File: src/rtl/adc_seq_ctrl.sv
module adc_seq_ctrl #(
  parameter int NIN = 16,
  localparam int SELW = $clog2(NIN)
) (
  input  logic                clk,
  input  logic                rst_n,
  input  logic [1:0]          cfg_chans,
  input  logic                cfg_simul,
  input  logic                cfg_alt,
  input  logic                cfg_scan,
  input  logic [NIN-1:0]      cfg_scan_map,
  input  logic [4*SELW-1:0]   cfg_mux_a,
  input  logic [4*SELW-1:0]   cfg_mux_b,
  input  logic                trig,
  input  logic                conv_done,
  input  logic                eoi,
  output logic [4*SELW-1:0]   ch_sel,
  output logic [3:0]          sh_hold,
  output logic                conv_start,
  output logic [1:0]          conv_tag,
  output logic                busy
);

  logic [1:0]      slot;
  logic            phase;
  logic [SELW-1:0] scan_ptr;
  logic [SELW-1:0] scan_in;
  logic [SELW-1:0] scan_nxt;
  logic            use_b;
  logic            simul_eff;
  logic [1:0]      last;
  logic [1:0]      slot_eff;
  logic [3:0]      mask_all;

  assign last      = (cfg_chans == 2'b00) ? 2'd0 : (cfg_chans == 2'b01) ? 2'd1 : 2'd3;
  assign mask_all  = (last == 2'd0) ? 4'b0001 : (last == 2'd1) ? 4'b0011 : 4'b1111;
  assign simul_eff = cfg_simul && (last != 2'd0);
  assign slot_eff  = (slot > last) ? 2'd0 : slot;
  assign use_b     = cfg_alt && phase;

  always_comb begin
    logic            hit_up, hit_any;
    logic [SELW-1:0] idx_up, idx_any;
    hit_up  = 1'b0;
    hit_any = 1'b0;
    idx_up  = '0;
    idx_any = '0;
    for (int i = NIN - 1; i >= 0; i--) begin
      if (cfg_scan_map[i]) begin
        hit_any = 1'b1;
        idx_any = SELW'(i);
        if (i >= int'(scan_ptr)) begin
          hit_up = 1'b1;
          idx_up = SELW'(i);
        end
      end
    end
    scan_in = hit_up ? idx_up : (hit_any ? idx_any : '0);
  end

  assign scan_nxt = (scan_in == SELW'(NIN - 1)) ? '0 : scan_in + 1'b1;

  for (genvar k = 0; k < 4; k++) begin : g_sel
    if (k == 0) begin : g_ch0
      assign ch_sel[SELW-1:0] = use_b ? cfg_mux_b[SELW-1:0]
                              : (cfg_scan ? scan_in : cfg_mux_a[SELW-1:0]);
    end else begin : g_chn
      assign ch_sel[k*SELW +: SELW] = use_b ? cfg_mux_b[k*SELW +: SELW]
                                            : cfg_mux_a[k*SELW +: SELW];
    end
  end

  always_ff @(posedge clk) begin
    if (!rst_n) begin
      busy       <= 1'b0;
      conv_start <= 1'b0;
      conv_tag   <= 2'd0;
      sh_hold    <= 4'b0;
      slot       <= 2'd0;
      phase      <= 1'b0;
      scan_ptr   <= '0;
    end else begin
      conv_start <= 1'b0;
      if (!cfg_alt) phase <= 1'b0;
      if (!busy) begin
        if (trig) begin
          busy       <= 1'b1;
          conv_start <= 1'b1;
          if (simul_eff) begin
            conv_tag <= 2'd0;
            sh_hold  <= mask_all;
          end else begin
            conv_tag <= slot_eff;
            sh_hold  <= 4'b0001 << slot_eff;
          end
        end
      end else if (conv_done && !conv_start) begin
        if (simul_eff && conv_tag < last) begin
          conv_tag   <= conv_tag + 2'd1;
          conv_start <= 1'b1;
        end else begin
          busy    <= 1'b0;
          sh_hold <= 4'b0;
          if (simul_eff || slot_eff >= last) begin
            slot <= 2'd0;
            if (cfg_alt) phase <= ~phase;
            if (cfg_scan && !use_b) scan_ptr <= scan_nxt;
          end else begin
            slot <= slot_eff + 2'd1;
          end
        end
      end
      if (eoi) scan_ptr <= '0;
    end
  end

  p_idle_released_r1: assert property (@(posedge clk) disable iff (!rst_n)
    !busy |-> (sh_hold == 4'b0 && !conv_start));

  p_tag_in_set_r2: assert property (@(posedge clk) disable iff (!rst_n)
    conv_start |-> (conv_tag <= last));

  p_tag_is_held_r3: assert property (@(posedge clk) disable iff (!rst_n)
    conv_start |-> sh_hold[conv_tag]);

  p_start_waits_done_r4: assert property (@(posedge clk) disable iff (!rst_n)
    conv_start |=> !conv_start);

  p_alt_off_mux_a_r6: assert property (@(posedge clk) disable iff (!rst_n)
    (!cfg_alt && !cfg_scan) |-> (ch_sel == cfg_mux_a));

  p_busy_trig_ignored_r10: assert property (@(posedge clk) disable iff (!rst_n)
    (busy && !conv_done) |=> ($stable(sh_hold) && busy));

endmodule

File: config.mk
export PLATFORM = sky130hd
export DESIGN_NAME = adc_seq_ctrl
export DESIGN_NICKNAME = d
export VERILOG_FILES = /design/src/rtl/adc_seq_ctrl.sv
export SDC_FILE = /design/constraint.sdc
export NUM_CORES = 1
export LEC_CHECK = 0
export BUFFER_PORTS_ARGS = -buffer_cell sky130_fd_sc_hd__buf_4
export CORE_AREA = 4 4 47 91
export CTS_BUF_LIST = sky130_fd_sc_hd__clkbuf_8
export CTS_CLUSTER_SIZE = 14
export DETAILED_ROUTE_END_ITERATION = 10
export DIE_AREA = 0 0 51 95
export PLACE_DENSITY = 0.79
export SLEW_MARGIN = 15
export SYNTH_ARGS = -nofsm -noshare
export SYNTH_HDL_FRONTEND = slang
export SYNTH_SLANG_ARGS = --single-unit
File: constraint.sdc
create_clock -name clk -period 6.7 [get_ports clk]
set_input_delay 0 -clock clk [delete_from_list [all_inputs] [get_ports clk]]
set_output_delay 0 -clock clk [all_outputs]
set_load 0.01 [all_outputs]
# == Word-level counts from Yosys, hierarchy flattened ==
# Cells that the tools add are included.
# op_classes
shifts,1
bitwise_logic,3
eq_ne,6
n_lt_le_gt_ge,18
reduce_logical,17
n_addsub,3
muxes,128
# op_table
cell,count
4-bit 2-to-1 mux,61
1-bit 2-to-1 mux,58
4-bit greater-or-equal comparator (first input constant),7
2-bit 2-to-1 mux,9
3-bit by 4-bit greater-or-equal comparator with 1-bit output (first input constant),4
3-bit AND reduction,3
1-bit by 4-bit greater-or-equal comparator with 1-bit output (first input constant),2
2-bit by 4-bit greater-or-equal comparator with 1-bit output (first input constant),2
1-bit logical AND,5
5-bit AND reduction,1
2-bit by 1-bit adder with 2-bit output (second input constant),2
4-bit by 1-bit adder with 4-bit output (second input constant),1
2-bit by 1-bit equality test with 1-bit output (second input constant),2
4-bit equality test (second input constant),1
2-bit zero test,2
2-bit by 1-bit inequality test with 1-bit output (second input constant),2
2-bit nonzero test,2
1-bit by 2-bit left shift with 4-bit output (first input constant),1
1-bit NOT,3
2-bit greater-or-equal comparator,1
2-bit greater-than comparator,1
1-bit zero test,2
2-bit < comparator,1
2-bit inequality test (second input constant),1
2 further kinds,2
# totals
out_inout_bits,24
regBits,15
in_bits,58
wordCells,183

# == Longest topological paths before layout ==
# Gate-level depths: netlist (run 1).
# logic_depth
ltp_word,34
depth_mapped,13
mapped_depth_nobuf,13

# == Least setup slack after synthesis (run 1) ==
# OpenSTA, ideal clock, no wires.
# synth_timing
kind,reg2reg
start,register slot[1]
end,register scan_ptr[3]
arrival_ps,2571
setup_time_ps,122
stages_incl_launch_ff,12
synth_period_minus_slack_ps,2693
path_buffers,0
slack_ps,4007
t_required_ps,6578
cell_sequence,dfxtp_1 > ha_1 > nor2b_1 > o21ai_0 > nand2_1 > ha_1 > nand2b_1 > a211oi_1 > nor4_1 > o21bai_1 > nor3b_1 > a311o_1
# synth_between
elab_chain_cells,5
# synth_rtl
item,line_no,source
"start, declared",24,logic [1:0] slot;
"start signal, assigned",109,slot <= slot_eff + 2'd1;
2-bit greater-than comparator,38,assign slot_eff = (slot > last) ? 2'd0 : slot;
2-bit 2-to-1 mux *,38,
2-bit greater-or-equal comparator *,104,if (simul_eff || slot_eff >= last) begin
1-bit logical OR *,104,
5-bit AND reduction (no line) *,-,
"end signal, assigned",107,if (cfg_scan && !use_b) scan_ptr <= scan_nxt;
"end, declared",26,logic [SELW-1:0] scan_ptr;
# Every way passes the cells marked *; elsewhere a longest branch is shown, timed or not.
# A chain may end at the register's enable or synchronous reset.

# == Final worst setup path (run 1) ==
# Same ends and word-level chain as after synthesis.

==> results.toml, run 1 <==
[setup_path]
cp.arrival_ns = 3.12
critical_path_class = "flip-flop to flip-flop"
end_kind = "flip-flop"
crit_fanout = 5
r2r_cells = 11
start_kind = "flip-flop"
cp.required_ns = 6.84

[route]
wl_per_cell_um = 16.7
wirelength_mm = 6.09
vias_per_cell = 5.90
ant_nets = 0
drtIter0Drc = 46
vias = 2155
drcViolationCount = 0
dr.pass1.iters = 4

[pwr]
p_sw_mw = 0.0878
internal_power_mw = 0.191
power_frac_clock_pct = 26.9
p_sw_share_pct = 31.6
power_mw = 0.278
leakagePower_nw = 1.06
p_per_area_nw_per_um2 = 114
combPwrFrac_pct = 38.0
vdd_drop_max_v = 0.000143
seq_power_share_pct = 35.0

[die]
num_rows = 31
die_h_um = 95
die_w_um = 51
io_pins = 82
dieArea_um2 = 4850
initial_core_util_pct = 48.6
coreArea_um2 = 3610

[placement]
place_congestion = 1.02
hpwlAfterDp_mm = 5.09
io_buffers = 81

[clock_network]
cts-htree-levels = 1
cts_tree = "built"
clkTransAtPathRegs_ns = 0.06
cts_resized = 0
cts_made_buffers = 3
clock_path_buffers = 2
cts_root_buffer = "clkbuf_8"
cts.sinks = 15
clk_latency_ns = 0.25

[global_routing]
antenna_found_initial = 0
grt_max_degree = 18
grtUsageTotal_pct = 26.1
grt_pass1_vias = 2139
grt_overflow = 0
grt_pass1_wl_mm = 9.63

[timing]
rsz0062_at_grt = "no"
fin_setup_tns_ns = 0
hold_violations = 0
fin_crit_sh_pct = 44.4
period_needed_ns = 2.98
finalSetupViolCount = 0
slew_headroom_pct = 57.0
clock_skew_ns = 0.00405
tightestPinTransition_ns = 0.639
final_max_slew_viol_count = 0
fmax_ghz = 0.336

[synth]
synth_cells = 238
synth-async-reset-ratio_pct = 0
syn-num-nets = 306
seq_area_frac_synth_pct = 17.1
ys_ff_latch = 15
ys_warn_count = 0
netlist_area_um2 = 1750
synthDistinctLibCells = 58
yosysTopAreaCell = "dfxtp_1"
synthFlopType = "dfxtp_1"
synth_edf_count = 0
synth_area_per_cell_um2 = 7.37
synthTopCellsByArea = "dfxtp_1 (17%), mux2_2 (7.7%), ha_1 (7.1%)"
synth_top_area_share_pct = 17.1

[cells_and_area]
area_growth_pct = 39.4
final_cell_mix = "buf_4 (81), nor2_1 (27), a21oi_1 (24)"
layout_commonest_cell = "buf_4"
fin_nets = 385
antennaDiodeCount = 0
drive_gt1_share_pct = 35.1

[min_path]
hp-class = "input pin to flip-flop"
hold-path-cell-count = 3

[run_status]
outcome = "complete, no violations"

[flow_run]
cap_violations = 0
==> through the flow <==
stage	hold slack, ns	utilization [%]	worst slack, ns	area (µm²)	std cells
floorplan	0.129	-	4.01	1750	238
global placement	0.245	66.0	3.82	2380	359
detailed placement	0.251	66.0	3.75	2380	359
CTS	0.0333	67.8	3.73	2450	365
global route	0.0375	67.8	3.50	2450	365
finish	0.0323	67.8	3.72	2450	365
==> worst max-delay path, cell delays in order, from the launching register on <==
cell and delay [ns]:
dfxtp_1 0.34, ha_1 0.31, nor2b_1 0.13, o21ai_0 0.19, nand2_1 0.18, ha_1 0.30
nand2b_1 0.14, a211oi_1 0.44, nor4_1 0.17, o21bai_1 0.25, nor3b_1 0.08, a311o_1 0.35
==> path summary, 6_finish.rpt <==
kind              slack (ns)                     from                        to
setup / recovery        3.72     slot[1]$_SDFFE_PN0P_  scan_ptr[3]$_SDFFE_PP0P_
setup reg to reg        3.72     slot[1]$_SDFFE_PN0P_  scan_ptr[3]$_SDFFE_PP0P_
hold reg to reg         0.46  sh_hold[1]$_SDFFE_PN0P_   sh_hold[1]$_SDFFE_PN0P_
hold / removal          0.03                    rst_n   sh_hold[1]$_SDFFE_PN0P_
==> cells by family after synthesis <==
kind of cell | after synthesis | share of synthesized area (%)
buffers and inverters | 23 | 5.49
adders and majority gates | 10 | 7.13
muxes | 15 | 9.42
xor gates and xnor gates | 2 | 0.999
DFF | 15 | 17.1
AOI/OAI and AO/OA | 90 | 35.8
and+or+nand+nor | 83 | 24.0
==> layer usage <==
layer / routed length (µm) / GRT usage, % / share of wire (%) / vias up
met5: 0 / 0 / 0 / -
met4: 379 / 19.3 / 6.2 / 0
met3: 267 / 3.32 / 4.4 / 36
met2: 3530 / 51.0 / 58 / 85
met1: 1910 / 22.7 / 31 / 988
li1: - / - / - / 1046
==> cell type report <==
cell class	instances	area, µm²
Timing Repair Buffer	83	628
Tap cell	49	61.3
Clock buffer	3	41.3
Fill cell	337	1160
Inverter	14	52.6
Sequential cell	15	300
Clock inverter	1	5.00
Multi-Input combinational cell	200	1360
==> what timing repair did <==
item                      in CTS  in global routing
hold buffers                   2                  0
setup buffers                  0                  0
hold endpoints to repair       2                  0
==> synthesized netlist by cell type, drive strengths merged, types with 2 or more instances <==
master,instances
a211oi,4
a21boi,5
a21o,3
a21oi,24
a221oi,4
a22oi,6
a311o,2
a31oi,4
and2,3
buf,3
clkbuf,6
dfxtp,15
ha,10
inv,13
mux2,12
mux2i,3
nand2,20
nand2b,6
nand3,5
nand3b,2
nor2,27
nor2b,4
nor4,5
o211ai,4
o21ai,16
o22ai,2
o2bb2ai,3
o31ai,5
or2,2
or4,3
==> registers in the layout, summed over array words and instances, names as in the netlist <==
register,flops
scan_ptr,4
phase,1
sh_hold,4
busy,1
conv_tag,2
slot,2
conv_start,1
==> power groups by stage <==
| stage | clock [mW] | combinational [mW] | sequential (mW) |
|---|---|---|---|
| 2_1_floorplan | 0 | 0.0466 | 0.0999 |
| 3_3_place_gp | 0 | 0.103 | 0.0993 |
| 3_5_place_dp | 0 | 0.105 | 0.0993 |
| 4_1_cts | 0.0770 | 0.106 | 0.0974 |
| 5_1_grt | 0.0801 | 0.116 | 0.0979 |
| 6_report | 0.0750 | 0.106 | 0.0975 |
Power figures use the tool's default switching activity.
==> run 2: changes to the inputs <==
Settings changed: CORE_AREA 4 4 47 91 to 4 4 50 97, DIE_AREA 0 0 51 95 to 0 0 54 101, PLACE_DENSITY 0.79 to 0.73.
Clock period 6.7 ns to 2.7 ns, I/O delays scaled along.
==> results.toml, run 2 (synthesized netlist as in run 1, its figures left out) <==
[placement]
io_buffers = 81
dp.cells = 389
place_congestion = 0.856
placed_area_um2 = 2590
hpwlAfterDp_mm = 5.47

[die]
io_pins = 82
die_h_um = 101
coreArea_um2 = 4090
die_w_um = 54
dieArea_um2 = 5450
num_rows = 33
initial_core_util_pct = 42.9

[cells_and_area]
area_growth_pct = 52.6
seq_area_um2 = 304
fillers = 377
fin_nets = 412
drive_gt1_share_pct = 42.0
antennaDiodeCount = 0
multiInputGateArea_um2 = 1380
final_cell_mix = "buf_4 (108), nor2_1 (27), a21oi_1 (23)"
layout_commonest_cell = "buf_4"
largestRegisters = "scan_ptr: 4 flops, sh_hold: 4 flops"
post-route-util_pct = 65.5
final-instance-count-excl-fill = 395
fin_area_um2 = 2680

[route]
dr.pass1.iters = 4
wl_per_cell_um = 16.9
drcViolationCount = 0
vias = 2305
ant_nets = 0
vias_per_cell = 5.84
wirelength_mm = 6.67
drtIter0Drc = 68

[clock_network]
cts.sinks = 15
clkTransAtPathRegs_ns = 0.06
cts_root_buffer = "clkbuf_8"
cts-htree-levels = 1
clock_path_buffers = 2
clk_latency_ns = 0.26
cts_made_buffers = 3
postCtsSetupRepairBufs = 0
cts_tree = "built"

[global_routing]
grt_pass1_wl_mm = 10.1
grt_overflow = 0
grtUsageMet3_pct = 3.70
grt_pass1_vias = 2231
top_usage_layer = "met2"
antenna_found_initial = 0
grtUsageTotal_pct = 25.0
grt_max_degree = 16
use_met1_pct = 21.6
grt.met2_usage_pct = 48.2

[setup_path]
critical_path_class = "flip-flop to flip-flop"
start_kind = "flip-flop"
worst-path-buf-inv = 1
cp.required_ns = 2.84
slowest_stage = "dfxtp_2"
cp.arrival_ns = 2.74
cpPeakStageDelay_ns = 0.36
crit_chain = "ha_4 -> nor2b_1 -> o21ai_1 -> nand2_1 -> ha_1 -> nand2b_1 -> a211oi_2 -> buf_4 -> nor4_1 -> o21bai_1 -> nor3b_1 -> a311o_1"
end_kind = "flip-flop"
crit_fanout = 4
cpLargestDelayFamily = "compound AO/OA/AOI/OAI gates"

[run_status]
outcome = "complete, no violations"

[timing]
fin_setup_tns_ns = 0
tightestPinTransition_ns = 0.575
finalSetupViolCount = 0
clock_skew_ns = 0.00131
period_needed_ns = 2.60
slew_headroom_pct = 61.3
hold_ws_ns = 0.0284
fmax_ghz = 0.385
fin_crit_sh_pct = 96.2
hold_violations = 0
final_max_slew_viol_count = 0

[pwr]
vdd_drop_max_v = 0.000312
p_per_area_nw_per_um2 = 268
leakagePower_nw = 1.20

[min_path]
hp-class = "input pin to flip-flop"

[flow_run]
cap_violations = 0
-- run 2: cell count changes in the layout (fill, tap and decap cells not counted), sizes merged --
cell	before	now
buf	81	108
-- run 2: layout make-up --
| type | instances | area share (%) |
|---|---|---|
| tap | 52 | 2.43 |
| timing repair buffer | 110 | 31.0 |
| clock inverter | 1 | 0.187 |
| sequential | 15 | 11.4 |
| inverter | 14 | 1.96 |
| clock buffer | 3 | 1.54 |
| multi-input combinational | 200 | 51.5 |
-- run 2: worst min-delay path, delay by kind of cell --
family,cells,cell delay (ns)
compound gates,1,0.07
simple gates,1,0.04
buf+inv,1,0.14
-- run 2: timing repair --
action | 4_1_cts | 5_1_grt
endpoints found under the hold margin | 2 | 0
pin swaps | 1 | 3
setup endpoints to repair | 1 | 5
gates resized for setup | 1 | 6
hold buffers | 2 | 0
-- run 2: report_power, final --
part	internal [mW]	total, mW	switching [mW]
combinational	0.152	0.285	0.134
sequential	0.231	0.241	0.00991
clock	0.103	0.190	0.0877
-- run 2: path summary, 6_finish.rpt --
kind | startpoint | to | slack, ns | depth (start not counted)
setup / recovery | slot[1]$_SDFFE_PN0P_ | scan_ptr[3]$_SDFFE_PP0P_ | 0.10 | 12
hold / removal | rst_n | busy$_SDFF_PN0_ | 0.03 | 3
setup reg to reg | slot[1]$_SDFFE_PN0P_ | scan_ptr[3]$_SDFFE_PP0P_ | 0.10 | 12
hold reg to reg | sh_hold[1]$_SDFFE_PN0P_ | sh_hold[1]$_SDFFE_PN0P_ | 0.46 | 2
-- run 2: through the flow --
stage | setup WS (ns) | total power [mW]
after floorplan | 0.00750 | 0.364
after global placement | 0.116 | 0.518
after detailed placement | 0.0115 | 0.523
after CTS | 0.0401 | 0.715
after global routing | -0.0335 | 0.752
final | 0.102 | 0.717
-- run 2: routing by layer --
| metal | vias to the layer above | share of wire [%] |
|---|---|---|
| met5 | - | 0 |
| met4 | 0 | 6.4 |
| met3 | 31 | 5.5 |
| met2 | 102 | 58 |
| met1 | 1067 | 30 |
| li1 | 1105 | - |
